<file path="src/rtl/adc_seq_pkg.sv">
`timescale 1ns/1ps
package adc_seq_pkg;
  typedef enum logic [1:0] {
    SEQ_IDLE  = 2'd0,
    SEQ_ARMED = 2'd1,
    SEQ_CONV  = 2'd2
  } seq_state_e;
endpackage

</file>
<file path="src/rtl/adc_settle_timer.sv">
`timescale 1ns/1ps
// Saturating tick counter: done once LIMIT ticks have elapsed since clr.
module adc_settle_timer #(
  parameter int LIMIT = 60
) (
  input  logic clk,
  input  logic rst_n,
  input  logic tick,
  input  logic clr,
  output logic done
);
  localparam int CW = $clog2(LIMIT + 1);

  logic [CW-1:0] cnt_q, cnt_d;
  logic          cnt_en;

  assign done   = (cnt_q == CW'(LIMIT));
  assign cnt_en = clr || (tick && !done);

  always_comb begin
    cnt_d = cnt_q;
    if (clr)       cnt_d = '0;
    else if (tick) cnt_d = cnt_q + 1'b1;
  end

  always_ff @(posedge clk or negedge rst_n) begin
    if (!rst_n)      cnt_q <= '0;
    else if (cnt_en) cnt_q <= cnt_d;
  end

  // a clear always withdraws the settled indication on the next cycle
  p_clear_restarts_r3: assert property (@(posedge clk) disable iff (!rst_n)
    clr |=> !done);

  // without a tick the settled indication cannot appear
  p_no_tick_no_done_r9: assert property (@(posedge clk) disable iff (!rst_n)
    (!tick && !done) |=> !done);
endmodule

</file>
<file path="src/rtl/adc_sync_edge.sv">
`timescale 1ns/1ps
// Synchronizer chain followed by a rising-edge detector.
module adc_sync_edge #(
  parameter int STAGES = 2
) (
  input  logic clk,
  input  logic rst_n,
  input  logic pin,
  output logic rise
);
  logic [STAGES:0] sh_q, sh_d;

  assign sh_d = {sh_q[STAGES-1:0], pin};
  assign rise = sh_q[STAGES-1] && !sh_q[STAGES];

  always_ff @(posedge clk or negedge rst_n) begin
    if (!rst_n) sh_q <= '0;
    else        sh_q <= sh_d;
  end

  // one pin edge gives exactly one rise pulse
  p_single_rise_r7: assert property (@(posedge clk) disable iff (!rst_n)
    rise |=> !rise);
endmodule

</file>
<file path="src/rtl/adc_conv_core.sv">
`timescale 1ns/1ps
// Arm / convert sequencer with result capture and completion pulse.
module adc_conv_core
  import adc_seq_pkg::*;
#(
  parameter int CONV_TICKS = 102,
  parameter int RES_W      = 10
) (
  input  logic             clk,
  input  logic             rst_n,
  input  logic             tick,
  input  logic             start_req,
  input  logic             abort,
  input  logic             sync_mode,
  input  logic             ref_ok,
  input  logic             sel_ok,
  input  logic             sync_rise,
  input  logic [RES_W-1:0] result_in,
  output logic             valid,
  output logic [RES_W-1:0] data,
  output logic             irq
);
  localparam int CNT_W = (CONV_TICKS > 1) ? $clog2(CONV_TICKS) : 1;
  localparam logic [CNT_W-1:0] LAST = CNT_W'(CONV_TICKS - 1);

  seq_state_e       state_q, state_d;
  logic [CNT_W-1:0] cnt_q, cnt_d;
  logic             sync_q, sync_d;
  logic             valid_q, valid_d;
  logic             irq_q, irq_d;
  logic             cap_en;
  logic [RES_W-1:0] data_q;
  logic             go;

  assign go = ref_ok && sel_ok && (!sync_q || sync_rise);

  always_comb begin
    state_d = state_q;
    cnt_d   = cnt_q;
    sync_d  = sync_q;
    valid_d = valid_q;
    irq_d   = 1'b0;
    cap_en  = 1'b0;
    if (abort) begin
      state_d = SEQ_IDLE;
      valid_d = 1'b0;
    end else if (start_req) begin
      state_d = SEQ_ARMED;
      valid_d = 1'b0;
      sync_d  = sync_mode;
    end else begin
      case (state_q)
        SEQ_ARMED: if (go) begin
          state_d = SEQ_CONV;
          cnt_d   = '0;
        end
        SEQ_CONV: if (tick) begin
          if (cnt_q == LAST) begin
            state_d = SEQ_IDLE;
            valid_d = 1'b1;
            irq_d   = 1'b1;
            cap_en  = 1'b1;
          end else begin
            cnt_d = cnt_q + 1'b1;
          end
        end
        default: ;
      endcase
    end
  end

  always_ff @(posedge clk or negedge rst_n) begin
    if (!rst_n) begin
      state_q <= SEQ_IDLE;
      cnt_q   <= '0;
      sync_q  <= 1'b0;
      valid_q <= 1'b0;
      irq_q   <= 1'b0;
    end else begin
      state_q <= state_d;
      cnt_q   <= cnt_d;
      sync_q  <= sync_d;
      valid_q <= valid_d;
      irq_q   <= irq_d;
    end
  end

  always_ff @(posedge clk or negedge rst_n) begin
    if (!rst_n)      data_q <= '0;
    else if (cap_en) data_q <= result_in;
  end

  assign valid = valid_q;
  assign irq   = irq_q;
  assign data  = data_q;

  // an unsettled armed sequencer never enters conversion
  p_no_unsettled_conv_r2: assert property (@(posedge clk) disable iff (!rst_n)
    (state_q == SEQ_ARMED && !(ref_ok && sel_ok)) |=> state_q != SEQ_CONV);
  // a result only appears at the end of the conversion phase
  p_valid_from_conv_r4: assert property (@(posedge clk) disable iff (!rst_n)
    $rose(valid) |-> $past(state_q) == SEQ_CONV);
  // a start always withdraws the previous result
  p_start_clears_r5: assert property (@(posedge clk) disable iff (!rst_n)
    start_req |=> !valid);
  // interrupt is a single cycle and coincides with a present result
  p_irq_pulse_r6: assert property (@(posedge clk) disable iff (!rst_n)
    irq |=> !irq);
  p_irq_with_valid_r6: assert property (@(posedge clk) disable iff (!rst_n)
    irq |-> valid);
  // an abort drops the result and leaves nothing running
  p_abort_idles_r8: assert property (@(posedge clk) disable iff (!rst_n)
    abort |=> (!valid && state_q == SEQ_IDLE));
endmodule

</file>
<file path="src/rtl/adc_seq_ctrl.sv">
`timescale 1ns/1ps
// Top: control word decode, settling timers, sync gate and sequencer.
module adc_seq_ctrl #(
  parameter int CH_W       = 3,
  parameter int RES_W      = 10,
  parameter int REF_TICKS  = 60,
  parameter int SEL_TICKS  = 51,
  parameter int CONV_TICKS = 102,
  parameter int SYNC_STG   = 2
) (
  input  logic             clk,
  input  logic             rst_n,
  input  logic             bus_tick,
  input  logic             wr_en,
  input  logic             wr_enable,
  input  logic             wr_sync_en,
  input  logic             wr_start,
  input  logic [CH_W-1:0]  wr_chan,
  input  logic             sync_pin,
  input  logic [RES_W-1:0] conv_result,
  output logic [CH_W-1:0]  mux_chan,
  output logic             data_valid,
  output logic [RES_W-1:0] data_value,
  output logic             done_irq
);
  logic            rst_meta, rst_q;
  logic            en_q;
  logic [CH_W-1:0] chan_q;
  logic            ref_clr, sel_clr, start_req, abort;
  logic            ref_ok, sel_ok, sync_rise;

  // asynchronous assertion, synchronous release
  always_ff @(posedge clk or negedge rst_n) begin
    if (!rst_n) begin
      rst_meta <= 1'b0;
      rst_q    <= 1'b0;
    end else begin
      rst_meta <= 1'b1;
      rst_q    <= rst_meta;
    end
  end

  always_ff @(posedge clk or negedge rst_q) begin
    if (!rst_q) begin
      en_q   <= 1'b0;
      chan_q <= '0;
    end else if (wr_en) begin
      en_q   <= wr_enable;
      chan_q <= wr_chan;
    end
  end

  assign start_req = wr_en && wr_enable && wr_start;
  assign abort     = wr_en && !wr_enable;
  assign ref_clr   = !en_q || abort;
  assign sel_clr   = !en_q || abort || (wr_en && (wr_chan != chan_q));
  assign mux_chan  = chan_q;

  adc_settle_timer #(.LIMIT(REF_TICKS)) u_ref_timer (
    .clk(clk), .rst_n(rst_q), .tick(bus_tick), .clr(ref_clr), .done(ref_ok)
  );

  adc_settle_timer #(.LIMIT(SEL_TICKS)) u_sel_timer (
    .clk(clk), .rst_n(rst_q), .tick(bus_tick), .clr(sel_clr), .done(sel_ok)
  );

  adc_sync_edge #(.STAGES(SYNC_STG)) u_sync_edge (
    .clk(clk), .rst_n(rst_q), .pin(sync_pin), .rise(sync_rise)
  );

  adc_conv_core #(.CONV_TICKS(CONV_TICKS), .RES_W(RES_W)) u_core (
    .clk(clk), .rst_n(rst_q), .tick(bus_tick),
    .start_req(start_req), .abort(abort), .sync_mode(wr_sync_en),
    .ref_ok(ref_ok), .sel_ok(sel_ok), .sync_rise(sync_rise),
    .result_in(conv_result),
    .valid(data_valid), .data(data_value), .irq(done_irq)
  );

  // the multiplexer follows every control write
  p_mux_follows_r3: assert property (@(posedge clk) disable iff (!rst_q)
    wr_en |=> mux_chan == $past(wr_chan));
  // a disabled block raises no completion
  p_disabled_quiet_r8: assert property (@(posedge clk) disable iff (!rst_q)
    (!en_q && !wr_en) |=> !done_irq);
endmodule

</file>
<file path="config.mk">
export PLATFORM = sky130hd
export DESIGN_NAME = adc_seq_ctrl
export DESIGN_NICKNAME = d
export VERILOG_FILES = /design/src/rtl/adc_seq_pkg.sv /design/src/rtl/adc_settle_timer.sv /design/src/rtl/adc_sync_edge.sv /design/src/rtl/adc_conv_core.sv /design/src/rtl/adc_seq_ctrl.sv
export SDC_FILE = /design/constraint.sdc
export NUM_CORES = 1
export LEC_CHECK = 0
export BUFFER_PORTS_ARGS = -buffer_cell sky130_fd_sc_hd__buf_4
export CAP_MARGIN = 20
export CORE_ASPECT_RATIO = 0.6
export CORE_MARGIN = 5
export CORE_UTILIZATION = 55
export DETAILED_ROUTE_END_ITERATION = 6
export GPL_ROUTABILITY_DRIVEN = 0
export PLACE_DENSITY = 0.76
export SKIP_CTS_REPAIR_TIMING = 1
export SYNTH_ARGS = -nofsm -noshare
export SYNTH_HDL_FRONTEND = slang
export SYNTH_SLANG_ARGS = --single-unit
</file>
<file path="constraint.sdc">
create_clock -name clk -period 2.8 [get_ports clk]
set_input_delay 0.28 -clock clk [delete_from_list [all_inputs] [get_ports clk]]
set_output_delay 0.28 -clock clk [all_outputs]
set_load 0.02 [all_outputs]
</file>
Word-level counts from Yosys, hierarchy flattened
Index checks and enable logic that the tools add are counted.
{ "classes": {"add_sub_neg": 3, "n_reduce_logical": 33, "n_eq_ne": 12, "n_bitwise": 2, "mux": 24} }
{ "ops": {"columns": ["op", "n"], "rows": [
  ["2-to-1 mux 6 bit", 4],
  ["2-to-1 mux 7 bit", 3],
  ["one-hot mux 7 bit (2 select lines)", 1],
  ["adder 6 x 1 -> 6 bit, second input constant", 2],
  ["equality test 6 bit, second input constant", 2],
  ["2-to-1 mux 1 bit", 10],
  ["2-to-1 mux 2 bit", 5],
  ["logical AND 1 bit", 9],
  ["nonzero test 3 bit", 3],
  ["!= test 4 x 3 -> 1 bit, second input constant", 2],
  ["adder 7 x 1 -> 7 bit, second input constant", 1],
  ["equality test 7 bit, second input constant", 1],
  ["zero test 1 bit", 6],
  ["AND reduction 2 bit", 3],
  ["AND reduction 6 bit", 1],
  ["nonzero test 2 bit", 3],
  ["logical OR 1 bit", 5],
  ["!= test 2 bit, second input constant", 2],
  ["!= test 4 bit, second input constant", 1],
  ["one-hot mux 2 bit (2 select lines)", 1],
  ["AND reduction 4 bit", 1],
  ["nonzero test 4 bit", 1],
  ["!= test 3 bit", 1],
  ["AND reduction 3 bit", 1],
  ["other kinds (4)", 5]
]} }
{ "word_totals": {"regBits": 43, "input_bits": 21, "word_cells": 87} }

Longest topological paths before layout
{ "logic_depth": {"depth_word": 8, "ltp_mapped": 8} }

Cells and area by module
A second synthesis with hierarchy kept.
{ "unflattened": {"cells_unflattened": 197, "area_unflattened_um2": 2229.6} }
{ "modules_own_cells": {"columns": ["mod", "area_each_um2", "seq_area_each_um2", "cells_per_inst", "instances"], "rows": [
  ["adc_conv_core", 1082.3, 550.5, 93, 1],
  ["adc_settle_timer (u_ref_timer)", 417.9, 150.1, 42, 1],
  ["adc_settle_timer (u_sel_timer)", 377.9, 150.1, 38, 1],
  ["adc_seq_ctrl", 262.8, 150.1, 20, 1],
  ["adc_sync_edge", 88.8, 75.1, 4, 1]
]} }

Least setup slack after synthesis
No wires, ideal clock.
{ "synth_timing": {"kind": "flip-flop to flip-flop", "startpoint": "register u_sel_timer.cnt_q[0]", "endpoint": "register u_core.cnt_q[6]", "stages_incl_launch_ff": 7, "setup_slack_ps": 824, "t_arrival_ps": 1907, "setup_time_ps": 69, "n_path_buf": 0, "required_ps": 2731, "cell_sequence": "dfrtp_1 ha_1 or3b_4 a2111oi_4 o211ai_4 or4_1 nand3_1"} }
{ "synth_via": {"elab_chain_cells": 5} }
{ "synth_lines": {"columns": ["item", "line_no", "source"], "rows": [
  ["from (decl)", "adc_settle_timer.sv:14", "logic [CW-1:0] cnt_q, cnt_d;"],
  ["from (signal assigned)", "adc_settle_timer.sv:28", "else if (cnt_en) cnt_q <= cnt_d;"],
  ["equality test 6 bit", "adc_settle_timer.sv:17", "assign done = (cnt_q == CW'(LIMIT));"],
  ["logical AND 1 bit (2 in a row)", "adc_conv_core.sv:35", "assign go = ref_ok && sel_ok && (!sync_q || sync_rise);"],
  ["!= test 2 x 1 -> 1 bit (no source line)", null, null],
  ["AND reduction 6 bit (no source line)", null, null],
  ["to (signal assigned)", "adc_conv_core.sv:81", "cnt_q <= cnt_d;"],
  ["to (decl)", "adc_conv_core.sv:27", "logic [CNT_W-1:0] cnt_q, cnt_d;"]
]} }
No other way between the ends.
A chain may end at the register's enable or synchronous reset.

Worst setup path after layout
Same ends and word-level chain as after synthesis.

==> metrics.txt <==
Post-Synth Simple-Gate Area 0.163; CTS tree yes; largest net degree at the start of global routing 42; HPWL Detailed 3030 um; R2R depth 6; 1st-iter DRT viols 144; top-area cell type share of the netlist area 0.526; Static Leakage 0.00116 uW; Worst Hold Depth 1; dpl cells 260; Port Buffers 35; CP Launch Type flop; # diodes 0; filler cell count 292; die area 5080 sq um; Post-Syn Instances 180; WP data required 3.03 ns; Initial Utilization 0.562; vias in the first global route 1580; setup tns final 0 ns; Setup CP Type flop to flop; total CTS buffers 5; Max Freq 0.464 GHz; Vias/cell 5.62; Hold Path Class primary input to flop; Top Ports 36; final net count 249; Post-route DRC 0; CTS Sinks 43; status completed; CTS Root Cell clkbuf_8; wire per inst 15.4 um; CTS H-tree depth 2; final setup fails 0; crit path DAT 2.39 ns; synth top area cells dfrtp_1 (53%), mux2_2 (8.3%), ha_1 (4.3%); RSZ-0062 raised after global routing no; Seq/Total Area, Yosys 0.526; synth-to-layout area growth 20.8%; Core ar. 3640 sq um; maximum fanout along the worst path 10; Peak supply drop 442 uV; Finished Cell Area 2470 sq um; Unique masters post-synth 40; post-route ant nets 0; first-pass GRT wire length 7110 um; multiplexer area fraction after synthesis 0.0924; Synth Cell Area 2050 sq um; crit end category flop; leading area contributor after synthesis dfrtp_1; post-synthesis xor/xnor area fraction 0.0557; dpl cell area 2350 sq um; chip height 57.2 um; final hold slack 0.0820 ns; FP Rows 17; final wirelength 4130 um; minimum clock period 2.15 ns; layout cells sized above 1 0.320; Worst-path clk slew 0.09 ns; GRT Overall Usage 0.180; Max Cap Violations 0; post-route non-filler standard cell count 269; largest family of logic cells by synthesized area simple AND/OR/NAND/NOR gates; Avg Cell Area, Syn 11.4 sq um; DRT Pass-1 Iters 4; Final Hold Viols 0; period utilization 0.769; Synth Area in Compound Gates 0.0875; clk buf depth 2; Synth Register Bits 43; clock latency on the worst-skew pair 0.30 ns; via count 1513; Setup Skew 0.0104 ns; post-synthesis adder-cell area fraction 0.0428; PD cells 648 nW/um^2; Final Max Tran Viols 0; syn_nets 208; synth warn 0; die span in x 88.7 um; grt total ovfl 0; initial antenna violation count 0
-- state kept, by name (all words and copies together), names as in the netlist, 2 cells and up --
name,count
u_core.data,10
u_ref_timer.cnt_q,6
u_sync_edge.sh_q,3
u_core.cnt_q,7
mux_chan,3
u_sel_timer.cnt_q,6
u_core.state_q,2
-- cell usage after synthesis, drive strengths merged --
master	number
and4bb	1
a21o	1
o21ai	4
xor2	9
a21oi	3
inv	8
mux2i	2
o22a	2
or2b	1
or3b	1
or2	2
o31ai	2
clkbuf	2
o311a	1
nor4	1
dfrtp	43
buf	2
nor2	15
o211ai	1
nor3	1
a2111oi	1
a41oi	1
o21a	1
mux2	15
o41ai	1
ha	7
nand3	14
conb	1
a31oi	1
nand4	5
and3	1
or4	3
xnor2	4
nand2	21
nor4b	1
a31o	1
-- per-layer routing --
layer	GRT usage	up-vias	routed length [um]	share of wire
li1	-	715	-	-
met1	0.232	737	1800	0.43
met2	0.272	52	1910	0.46
met3	0.0722	9	331	0.080
met4	0.0754	0	89	0.022
met5	0	-	0	0
-- cells by family (layout without fill, tap and decap cells) --
| kind of cell | Yosys count | after routing |
|---|---|---|
| XOR/XNOR | 13 | 13 |
| AO/OA/AOI/OAI | 20 | 20 |
| AND/OR/NAND/NOR | 67 | 67 |
| flip-flops | 43 | 43 |
| other | 1 | 1 |
| multiplexers | 17 | 17 |
| buffers and inverters | 12 | 54 |
| adder cells (fa/ha/maj) | 7 | 7 |
-- layout make-up --
cell class	instances	area [sq um]	share of cell area
clock inverter	3	43.8	0.0177
tap	47	58.8	0.0238
timing repair buffer	38	288	0.116
sequential	43	1080	0.435
multi-input combinational	125	906	0.367
inverter	8	30.0	0.0122
clock buffer	5	68.8	0.0278
-- power by group --
part	switching (uW)	internal [uW]
Clock	218	266
Sequential	65.6	684
Combinational	213	155
Total	496	1110
-- stage by stage --
step | worst slack, ns | power [uW] | utilization
global placement | 0.752 | 1090 | 0.646
finish | 0.646 | 1600 | 0.679
CTS | 0.660 | 1610 | 0.677
detailed placement | 0.673 | 1130 | 0.646
global route | 0.549 | 1690 | 0.679
floorplan | 0.824 | 1020 | -
-- cell usage in the layout, fill, tap and decap left out, types with 2 or more instances in the layout --
master    count
o21ai_0       3
xor2_1        9
o31ai_1       2
buf_4        37
dfrtp_1      43
nand2_1      21
xnor2_1       4
inv_1         8
o22a_1        2
or2_2         2
or4_1         3
mux2_2       15
a21oi_1       3
mux2i_1       2
nand3_1      14
nor2_1       14
nand4_1       5
ha_1          7
clkbuf_8      5
-- final timing paths --
check | from | to | slack [ns]
max in group asynchronous | rst_q | u_core.state_q[0] | 2.14
min in group asynchronous | rst_n | rst_meta | 0.30
max | u_sel_timer.cnt_q[0] | u_core.cnt_q[6] | 0.65
min | sync_pin | u_sync_edge.sh_q[0] | 0.08
min reg2reg | rst_q | u_core.data[9] | 0.32
max reg2reg | u_sel_timer.cnt_q[0] | u_core.cnt_q[6] | 0.65
-- worst max-delay path, stage by stage, from the launching register on --
cell       delay (ns)
dfrtp_1          0.40
ha_1             0.21
or3b_4           0.41
a2111oi_4        0.30
o211ai_4         0.18
or4_1            0.50
nand3_1          0.09
Power figures use the tool's default switching activity.
